===== config.mk =====
export PLATFORM = sky130hd
export DESIGN_NAME = cdt_timer
export DESIGN_NICKNAME = d
export VERILOG_FILES = /design/src/rtl/cdt_pkg.sv /design/src/rtl/cdt_divcfg.sv /design/src/rtl/cdt_prescaler.sv /design/src/rtl/cdt_counter.sv /design/src/rtl/cdt_irq.sv /design/src/rtl/cdt_timer.sv
export SDC_FILE = /design/constraint.sdc
export NUM_CORES = 1
export LEC_CHECK = 0
export CORE_MARGIN = 10
export CORE_UTILIZATION = 40
export CTS_CLUSTER_SIZE = 40
export DETAILED_ROUTE_END_ITERATION = 16
export DONT_BUFFER_PORTS = 1
export GPL_TIMING_DRIVEN = 1
export SETUP_SLACK_MARGIN = 0.5
export SYNTH_ARGS = -nofsm -noshare
export SYNTH_HDL_FRONTEND = slang
export SYNTH_SLANG_ARGS = --single-unit

===== constraint.sdc =====
create_clock -name clk -period 7.1 [get_ports clk]
set_input_delay 1.42 -clock clk [delete_from_list [all_inputs] [get_ports clk]]
set_output_delay 1.42 -clock clk [all_outputs]
set_load 0.01 [all_outputs]

===== src/rtl/cdt_pkg.sv =====
package cdt_pkg;
  localparam int DIV_W   = 4;
  localparam int CODE_W  = 3;
  localparam int PRE_W   = 8;
  localparam logic [DIV_W-1:0] DIV_KEEP = 4'b1011;

  typedef struct packed {
    logic       periodic;
    logic       mask;
  } expiry_ctl_t;

  // Effective divide code gathered from the writable bits.
  function automatic logic [CODE_W-1:0] div_code(input logic [DIV_W-1:0] r);
    return {r[3], r[1], r[0]};
  endfunction

  // Divide factor for a code: all-ones selects 1, otherwise 2 << code.
  function automatic logic [PRE_W-1:0] div_factor(input logic [CODE_W-1:0] c);
    logic [PRE_W-1:0] f;
    if (c == {CODE_W{1'b1}}) f = PRE_W'(1);
    else                     f = PRE_W'(2) << c;
    return f;
  endfunction

  // Phase limit of the prescaler: factor minus one.
  function automatic logic [PRE_W-1:0] phase_limit(input logic [DIV_W-1:0] r);
    return div_factor(div_code(r)) - PRE_W'(1);
  endfunction
endpackage


===== src/rtl/cdt_divcfg.sv =====
module cdt_divcfg
  import cdt_pkg::*;
(
  input  logic             clk,
  input  logic             rst_n,
  input  logic             we,
  input  logic [DIV_W-1:0] wdata,
  output logic [DIV_W-1:0] rd,
  output logic [PRE_W-1:0] limit
);
  logic [DIV_W-1:0] div_q;

  always_ff @(posedge clk) begin
    if (!rst_n)  div_q <= '0;
    else if (we) div_q <= wdata & DIV_KEEP;
  end

  assign rd    = div_q;
  assign limit = phase_limit(div_q);
endmodule


===== src/rtl/cdt_prescaler.sv =====
module cdt_prescaler
  import cdt_pkg::*;
(
  input  logic             clk,
  input  logic             rst_n,
  input  logic             restart,
  input  logic [PRE_W-1:0] limit,
  output logic             tick
);
  logic [PRE_W-1:0] phase_q;

  // A phase past the limit (after a divider change) ticks at once.
  assign tick = (phase_q >= limit);

  always_ff @(posedge clk) begin
    if (!rst_n)       phase_q <= '0;
    else if (restart) phase_q <= '0;
    else if (tick)    phase_q <= '0;
    else              phase_q <= phase_q + PRE_W'(1);
  end
endmodule


===== src/rtl/cdt_counter.sv =====
module cdt_counter
  import cdt_pkg::*;
#(
  parameter int CNT_W = 32
) (
  input  logic             clk,
  input  logic             rst_n,
  input  logic             load,
  input  logic [CNT_W-1:0] load_val,
  input  logic             tick,
  input  logic             periodic,
  output logic [CNT_W-1:0] init_q,
  output logic [CNT_W-1:0] cur_q,
  output logic             active_q,
  output logic             expire
);
  localparam logic [CNT_W-1:0] ONE = CNT_W'(1);

  function automatic logic [CNT_W-1:0] after_tick(input logic [CNT_W-1:0] c,
                                                  input logic [CNT_W-1:0] ini,
                                                  input logic rep);
    logic [CNT_W-1:0] n;
    if (c != ONE) n = c - ONE;
    else if (rep) n = ini;
    else          n = '0;
    return n;
  endfunction

  assign expire = active_q && tick && !load && (cur_q == ONE);

  always_ff @(posedge clk) begin
    if (!rst_n) begin
      init_q   <= '0;
      cur_q    <= '0;
      active_q <= 1'b0;
    end else if (load) begin
      init_q   <= load_val;
      cur_q    <= load_val;
      active_q <= |load_val;
    end else if (active_q && tick) begin
      cur_q <= after_tick(cur_q, init_q, periodic);
      if (expire && !periodic) active_q <= 1'b0;
    end
  end
endmodule


===== src/rtl/cdt_irq.sv =====
module cdt_irq #(
  parameter int VEC_W = 8
) (
  input  logic             clk,
  input  logic             rst_n,
  input  logic             expire,
  input  logic             mask,
  input  logic [VEC_W-1:0] vector,
  output logic             pulse,
  output logic [VEC_W-1:0] vec_q
);
  always_ff @(posedge clk) begin
    if (!rst_n) begin
      pulse <= 1'b0;
      vec_q <= '0;
    end else begin
      pulse <= expire && !mask;
      if (expire) vec_q <= vector;
    end
  end
endmodule


===== src/rtl/cdt_timer.sv =====
module cdt_timer
  import cdt_pkg::*;
#(
  parameter int CNT_W = 32,
  parameter int VEC_W = 8
) (
  input  logic             clk,
  input  logic             rst_n,
  input  logic             cfg_we_init,
  input  logic [CNT_W-1:0] cfg_init_data,
  input  logic             cfg_we_div,
  input  logic [DIV_W-1:0] cfg_div_data,
  input  logic [VEC_W-1:0] lvt_vector,
  input  logic             lvt_mask,
  input  logic             lvt_periodic,
  output logic [CNT_W-1:0] rd_init,
  output logic [CNT_W-1:0] rd_cur,
  output logic [DIV_W-1:0] rd_div,
  output logic             irq_pulse,
  output logic [VEC_W-1:0] irq_vector
);
  expiry_ctl_t      ctl;
  logic [PRE_W-1:0] limit_w;
  logic             raw_tick_w;
  logic             tick_w;
  logic             active_w;
  logic             expire_w;

  assign ctl.periodic = lvt_periodic;
  assign ctl.mask     = lvt_mask;

  cdt_divcfg u_div (
    .clk   (clk),
    .rst_n (rst_n),
    .we    (cfg_we_div),
    .wdata (cfg_div_data),
    .rd    (rd_div),
    .limit (limit_w)
  );

  cdt_prescaler u_pre (
    .clk     (clk),
    .rst_n   (rst_n),
    .restart (cfg_we_init),
    .limit   (limit_w),
    .tick    (raw_tick_w)
  );

  assign tick_w = raw_tick_w && active_w;

  cdt_counter #(.CNT_W(CNT_W)) u_cnt (
    .clk      (clk),
    .rst_n    (rst_n),
    .load     (cfg_we_init),
    .load_val (cfg_init_data),
    .tick     (tick_w),
    .periodic (ctl.periodic),
    .init_q   (rd_init),
    .cur_q    (rd_cur),
    .active_q (active_w),
    .expire   (expire_w)
  );

  cdt_irq #(.VEC_W(VEC_W)) u_irq (
    .clk    (clk),
    .rst_n  (rst_n),
    .expire (expire_w),
    .mask   (ctl.mask),
    .vector (lvt_vector),
    .pulse  (irq_pulse),
    .vec_q  (irq_vector)
  );
endmodule


# Yosys cells after proc, flatten, opt, wreduce, memory -nomap -nowiden
# Index checks and enable logic that the tools add are counted.
dict set report totals {
  reg_bits 85
  latch_bits 0
  ram_bits 0
  romBits 0
  inputBits 50
  output_inout_bits 77
  word_cells 38
  n_memories 0
}
dict set report classes {
  n_addsub 3
  n_mul 0
  div 0
  n_lt_le_gt_ge 1
  eq_ne 3
  shifts 1
  muxes 8
  n_bitwise 1
  reduce_logical 14
}
# operator count
set ops {}
lappend ops {{two-way mux 32 bit} 4}
lappend ops {{== test 32 x 1 -> 1 bit (second input constant)} 1}
lappend ops {{inequality test 32 x 1 -> 1 bit (second input constant)} 1}
lappend ops {{OR reduction 32 bit} 1}
lappend ops {{subtractor 32 x 1 -> 32 bit (second input constant)} 1}
lappend ops {{adder 8 x 1 -> 8 bit (second input constant)} 1}
lappend ops {{greater-or-equal comparator 8 bit} 1}
lappend ops {{two-way mux 8 bit} 1}
lappend ops {{<< shifter 2 x 3 -> 8 bit (first input constant)} 1}
lappend ops {{subtractor 8 x 1 -> 8 bit (second input constant)} 1}
lappend ops {{logical AND 1 bit} 6}
lappend ops {{nonzero test 2 bit} 2}
lappend ops {{== test 3 bit (second input constant)} 1}
lappend ops {{logical NOT 1 bit} 3}
lappend ops {{two-way mux 1 bit} 3}
lappend ops {{OR reduction 3 bit} 1}
lappend ops {{AND reduction 2 bit} 1}
lappend ops {{NOT 1 bit} 1}

# Depth between registers and ports, before layout
dict set report depth {
  ltp_word 12
  ltp_mapped 12
  mapped_depth_nobuf 9
}

# By module
# From an unflattened synthesis, not the netlist that was laid out.
dict set report hier_totals {
  hier_cells 610
  hier_area_um2 5127.4
}
# mod instances cells_each area_per_inst_um2 seq_area_each_um2
set by_module_without_submodules {}
lappend by_module_without_submodules {cdt_counter 1 496 4046.4 1301.2}
lappend by_module_without_submodules {cdt_prescaler 1 60 538.0 160.2}
lappend by_module_without_submodules {cdt_irq 1 27 331.6 180.2}
lappend by_module_without_submodules {cdt_divcfg 1 26 205.2 60.1}
lappend by_module_without_submodules {cdt_timer 1 1 6.3 0.0}

# Worst setup path after synthesis
# Ideal clock, no wire load.
dict set report synth_path {
  path_kind {register to register}
  from {reg u_div.div_q[3] (netlist: u_div.rd[3])}
  to {reg u_cnt.cur_q[28]}
  setup_time_ns 0.071
  arrival_ns 2.603
  t_required_ns 7.029
  slack_ns 4.426
  path_stages_with_launch 12
  path_buffers 3
  synth_period_minus_slack_ns 2.674
  cell_sequence {dfxtp_1 -> clkbuf_1 -> nand3_1 -> ha_1 -> nand2b_1 -> a2111o_1 -> a32o_1 -> clkbuf_1 -> nor2_1 -> clkbuf_1 -> a22o_1 -> o2bb2ai_1}
}
dict set report synth_between {
  elab_chain_len 7
  elab_cells_between_ends 8
  cone_classes {add/sub: 1; order compare: 1; eq/ne: 1; shift: 1; mux: 1; reduce/logical: 3}
}
# element line_no
set synth_rtl {}
lappend synth_rtl {{start: declaration} cdt_divcfg.sv:11} ;# logic [DIV_W-1:0] div_q;
lappend synth_rtl {{start signal: assignment} cdt_divcfg.sv:15} ;# else if (we) div_q <= wdata & DIV_KEEP;
lappend synth_rtl {{<< shifter 2 x 3 -> 8 bit / == test 3 bit (equally long branches)} {cdt_pkg.sv:21, cdt_pkg.sv:20}}
lappend synth_rtl {{two-way mux 8 bit *} cdt_pkg.sv:20} ;# if (c == {CODE_W{1'b1}}) f = PRE_W'(1);
lappend synth_rtl {{subtractor 8 x 1 -> 8 bit *} cdt_pkg.sv:27} ;# return div_factor(div_code(r)) - PRE_W'(1);
lappend synth_rtl {{greater-or-equal comparator 8 bit *} cdt_prescaler.sv:13} ;# assign tick = (phase_q >= limit);
lappend synth_rtl {{logical AND 1 bit *} cdt_timer.sv:49} ;# assign tick_w = raw_tick_w && active_w;
lappend synth_rtl {{logical AND 1 bit *} cdt_counter.sv:40} ;# end else if (active_q && tick) begin
lappend synth_rtl {{nonzero test 2 bit (no line) *} --}
lappend synth_rtl {{end signal: assignment} cdt_counter.sv:38} ;# cur_q <= load_val;
lappend synth_rtl {{end signal: assignment} cdt_counter.sv:41} ;# cur_q <= after_tick(cur_q, init_q, periodic);
lappend synth_rtl {{end: declaration} cdt_counter.sv:13} ;# output logic [CNT_W-1:0] cur_q,
# Every way passes the cells marked *; elsewhere a longest branch is shown, timed or not.
# A chain may end at the register's enable or synchronous reset.

# Worst setup path after layout
dict set report layout_path {
  from {reg u_div.div_q[3] (netlist: u_div.rd[3])}
  to {reg u_cnt.cur_q[23]}
}
# The elaborated chain is that of the path after synthesis.

==> results.cfg <==
[route]
dr.first_iter.drc_count = 330
dr.pass1.iters = 5
viasPerCell = 6.16
wl_per_cell_um = 22.2
num_vias = 4216
routed_wl_um = 15200
drc_errors = 0
antenna_left = 0

[sta]
maxSlewViolCount = 0
skew_ps = 10.9
hold_violations = 0
rsz0062_at_grt = false
slew_headroom = 0.329
setup-tns-final_ps = 0
finalCritPeriodShare = 0.485
setup_viol = 0
fmax_ghz = 0.290
finalCriticalPeriod_ps = 3440
worst_pin_slew_ps = 1000

[die]
core_mm2 = 0.0114
die_w_um = 128
die_h_um = 128
rows = 39
die_area_mm2 = 0.0163
initial_utilization = 0.408
io_pins = 127

[synth]
synth_cell_types = 59
synth.cell_area_mm2 = 0.00464
ys_seq_elements = 85
synth_cells = 559
ys_warn_count = 0
ys.flop_type = dfxtp_1
syn_nets = 620
syn_avg_cell_area_um2 = 8.30
synth-edff-count = 0
async_flop_share = 0
yosysTopAreaCellShare = 0.367
yosys.area.top_type = dfxtp_1
yosysSeqAreaShare = 0.367
synthTopCellsByArea = dfxtp_1 (37%), mux2i_1 (7.8%), nor2_1 (6.1%)

[final_layout]
nets = 597
drive_above_1_share = 0.0665
design_area_mm2 = 0.00498
antenna_cells = 0
layout_common_cells = dfxtp_1 (85), nor2_1 (75), nand2_1 (41)
area_growth_pct = 7.25
layout_commonest_cell = dfxtp_1
fillers = 1172

[critical_path]
slowest_stage = nor2_1
required_ps = 7370
arrival_ps = 3720
start_kind = flip-flop
crit_path_start = u_div.rd[3]$_SDFFE_PN0P_
cp_cell_sequence = nand3_1 -> ha_1 -> nand2b_1 -> a2111o_1 -> a32o_1 -> nor2_1 -> a222oi_1 -> a21oi_1
crit_fanout = 18
r2r_setup_slack_ps = 3660
cp.depth = 8
critPathKind = flip-flop to flip-flop
end_kind = flip-flop
cpPeakStageDelay_ps = 860
r2r_cells = 8
timing.rr.start = u_div.rd[3]$_SDFFE_PN0P_
regToRegEndpoint = u_cnt.cur_q[23]$_SDFFE_PN0P_
crit_end = u_cnt.cur_q[23]$_SDFFE_PN0P_
path_buf_inv = 0
crit_family = compound AO/OA/AOI/OAI gates

[global_routing]
grt-busiest-layer = met2
grt_usage = 0.181
grt_util_met1 = 0.209
grt_max_degree = 68
grt_use_met3 = 0.0782
antenna_found_initial = 0
grt_pass1_vias = 4211
grt_pass1_wl_um = 23800
grt_overflow = 0
grtUsageMet2 = 0.299

[pwr]
ir_drop_v = 0.000183
p_per_area_mw_per_mm2 = 234
p_leak_nw = 1.88

[placement]
globalplace.congestion = 0.843
portBuffers = 0
hpwl_um = 10900
placed_area_mm2 = 0.00468

[cts]
htreeDepth = 3
clock-sinks = 85
path_clk_slew_ps = 60
ctsHoldBuffers = 0
clk_latency_ps = 350
cts_tree = done
clk_path_buf_depth = 2
root_buffer = clkbuf_16
cts_resized = 0
cts_setup_buffers = 0
numCtsBuffers = 9

[run]
drv_cap = 0

[outcome]
status = completed

[hold_path]
hp-class = flip-flop to flip-flop
==> state kept, by name, summed over array words and instances (netlist names) <==
register,count
u_pre.phase_q,8
u_cnt.cur_q,32
u_irq.pulse,1
u_cnt.init_q,32
u_irq.vec_q,8
u_div.rd,3
u_cnt.active_q,1
==> worst min path at each step <==
stage	from	end	slack, ps	cells after the start
finish	u_pre.phase_q[0]$_SDFF_PP0_	u_pre.phase_q[0]$_SDFF_PP0_	460	1
global placement	u_pre.phase_q[0]$_SDFF_PP0_	u_pre.phase_q[0]$_SDFF_PP0_	440	1
floorplan	u_pre.phase_q[0]$_SDFF_PP0_	u_pre.phase_q[0]$_SDFF_PP0_	430	1
CTS	u_pre.phase_q[0]$_SDFF_PP0_	u_pre.phase_q[0]$_SDFF_PP0_	470	1
detailed placement	u_pre.phase_q[0]$_SDFF_PP0_	u_pre.phase_q[0]$_SDFF_PP0_	460	1
global route	u_pre.phase_q[0]$_SDFF_PP0_	u_pre.phase_q[0]$_SDFF_PP0_	510	1
==> area by class of cell <==
cell class	instances	area (um2)	share of cell area
clock buffers	10	229	0.0460
clock inverters	6	63.8	0.0128
inverters	7	26.3	0.00528
multi-input cells	428	2740	0.551
flip-flops and latches	85	1700	0.342
well taps	143	179	0.0359
repair buffers	5	37.5	0.00754
==> Yosys cell counts (3+ instances only) <==
master,count
nor2_1,75
xnor2_1,8
nand4_1,7
o2bb2ai_1,10
ha_1,11
or2_2,4
a31oi_1,15
dfxtp_1,85
buf_2,3
o21ai_0,22
o31ai_1,10
nor4_1,12
xor2_1,20
a21oi_1,36
or3_1,3
inv_1,7
mux2i_1,36
a32o_1,3
a22o_1,9
nand2b_1,4
and3_1,6
clkbuf_1,30
nand2_1,41
a311oi_1,6
nor3_1,18
nand3_1,30
==> worst reg2reg max path: stages (launching register included) <==
cell      delay (ps)
dfxtp_1          540
nand3_1          180
ha_1             290
nand2b_1         140
a2111o_1         460
a32o_1           490
nor2_1           870
a222oi_1         170
a21oi_1          230
==> metal layers <==
| layer | share of wire | up-vias |
|---|---|---|
| met5 | 0 | - |
| met4 | 0.016 | 0 |
| met3 | 0.10 | 18 |
| met2 | 0.47 | 160 |
| met1 | 0.41 | 2032 |
| li1 | - | 2006 |
==> power breakdown <==
part,leakage [nW],switching (W),total [W],internal (W)
Sequential,0.699,0.0000514,0.000553,0.000502
Combinational,1.04,0.0000810,0.000145,0.0000636
Clock,0.138,0.000197,0.000469,0.000272
Total,1.88,0.000329,0.00117,0.000837
==> kinds of logic (layout without fill, tap and decap cells) <==
kind of cell / count (synthesis) / after routing / share of synthesized area
AO/OA/AOI/OAI: 130 / 130 / 0.188
other: 2 / 2 / 0.00162
multiplexers: 37 / 37 / 0.0801
XOR/XNOR: 28 / 28 / 0.0528
buffers and inverters: 46 / 28 / 0.0429
flip-flops: 85 / 85 / 0.367
adder cells (fa/ha/maj): 11 / 11 / 0.0297
AND/OR/NAND/NOR: 220 / 220 / 0.238
==> stage by stage <==
step / cells / hold WS [ps] / util / total power, W / worst slack [ps]
final: 684 / 465 / 0.438 / 0.00117 / 3660
after global routing: 684 / 513 / 0.438 / 0.00122 / 3450
after CTS: 684 / 472 / 0.438 / 0.00118 / 3680
after detailed placement: 668 / 456 / 0.412 / 0.000708 / 3690
after global placement: 668 / 440 / 0.412 / 0.000703 / 3800
after floorplan: 559 / 426 / - / 0.000678 / 4430
No activity file was read; power rests on OpenSTA's default activity.
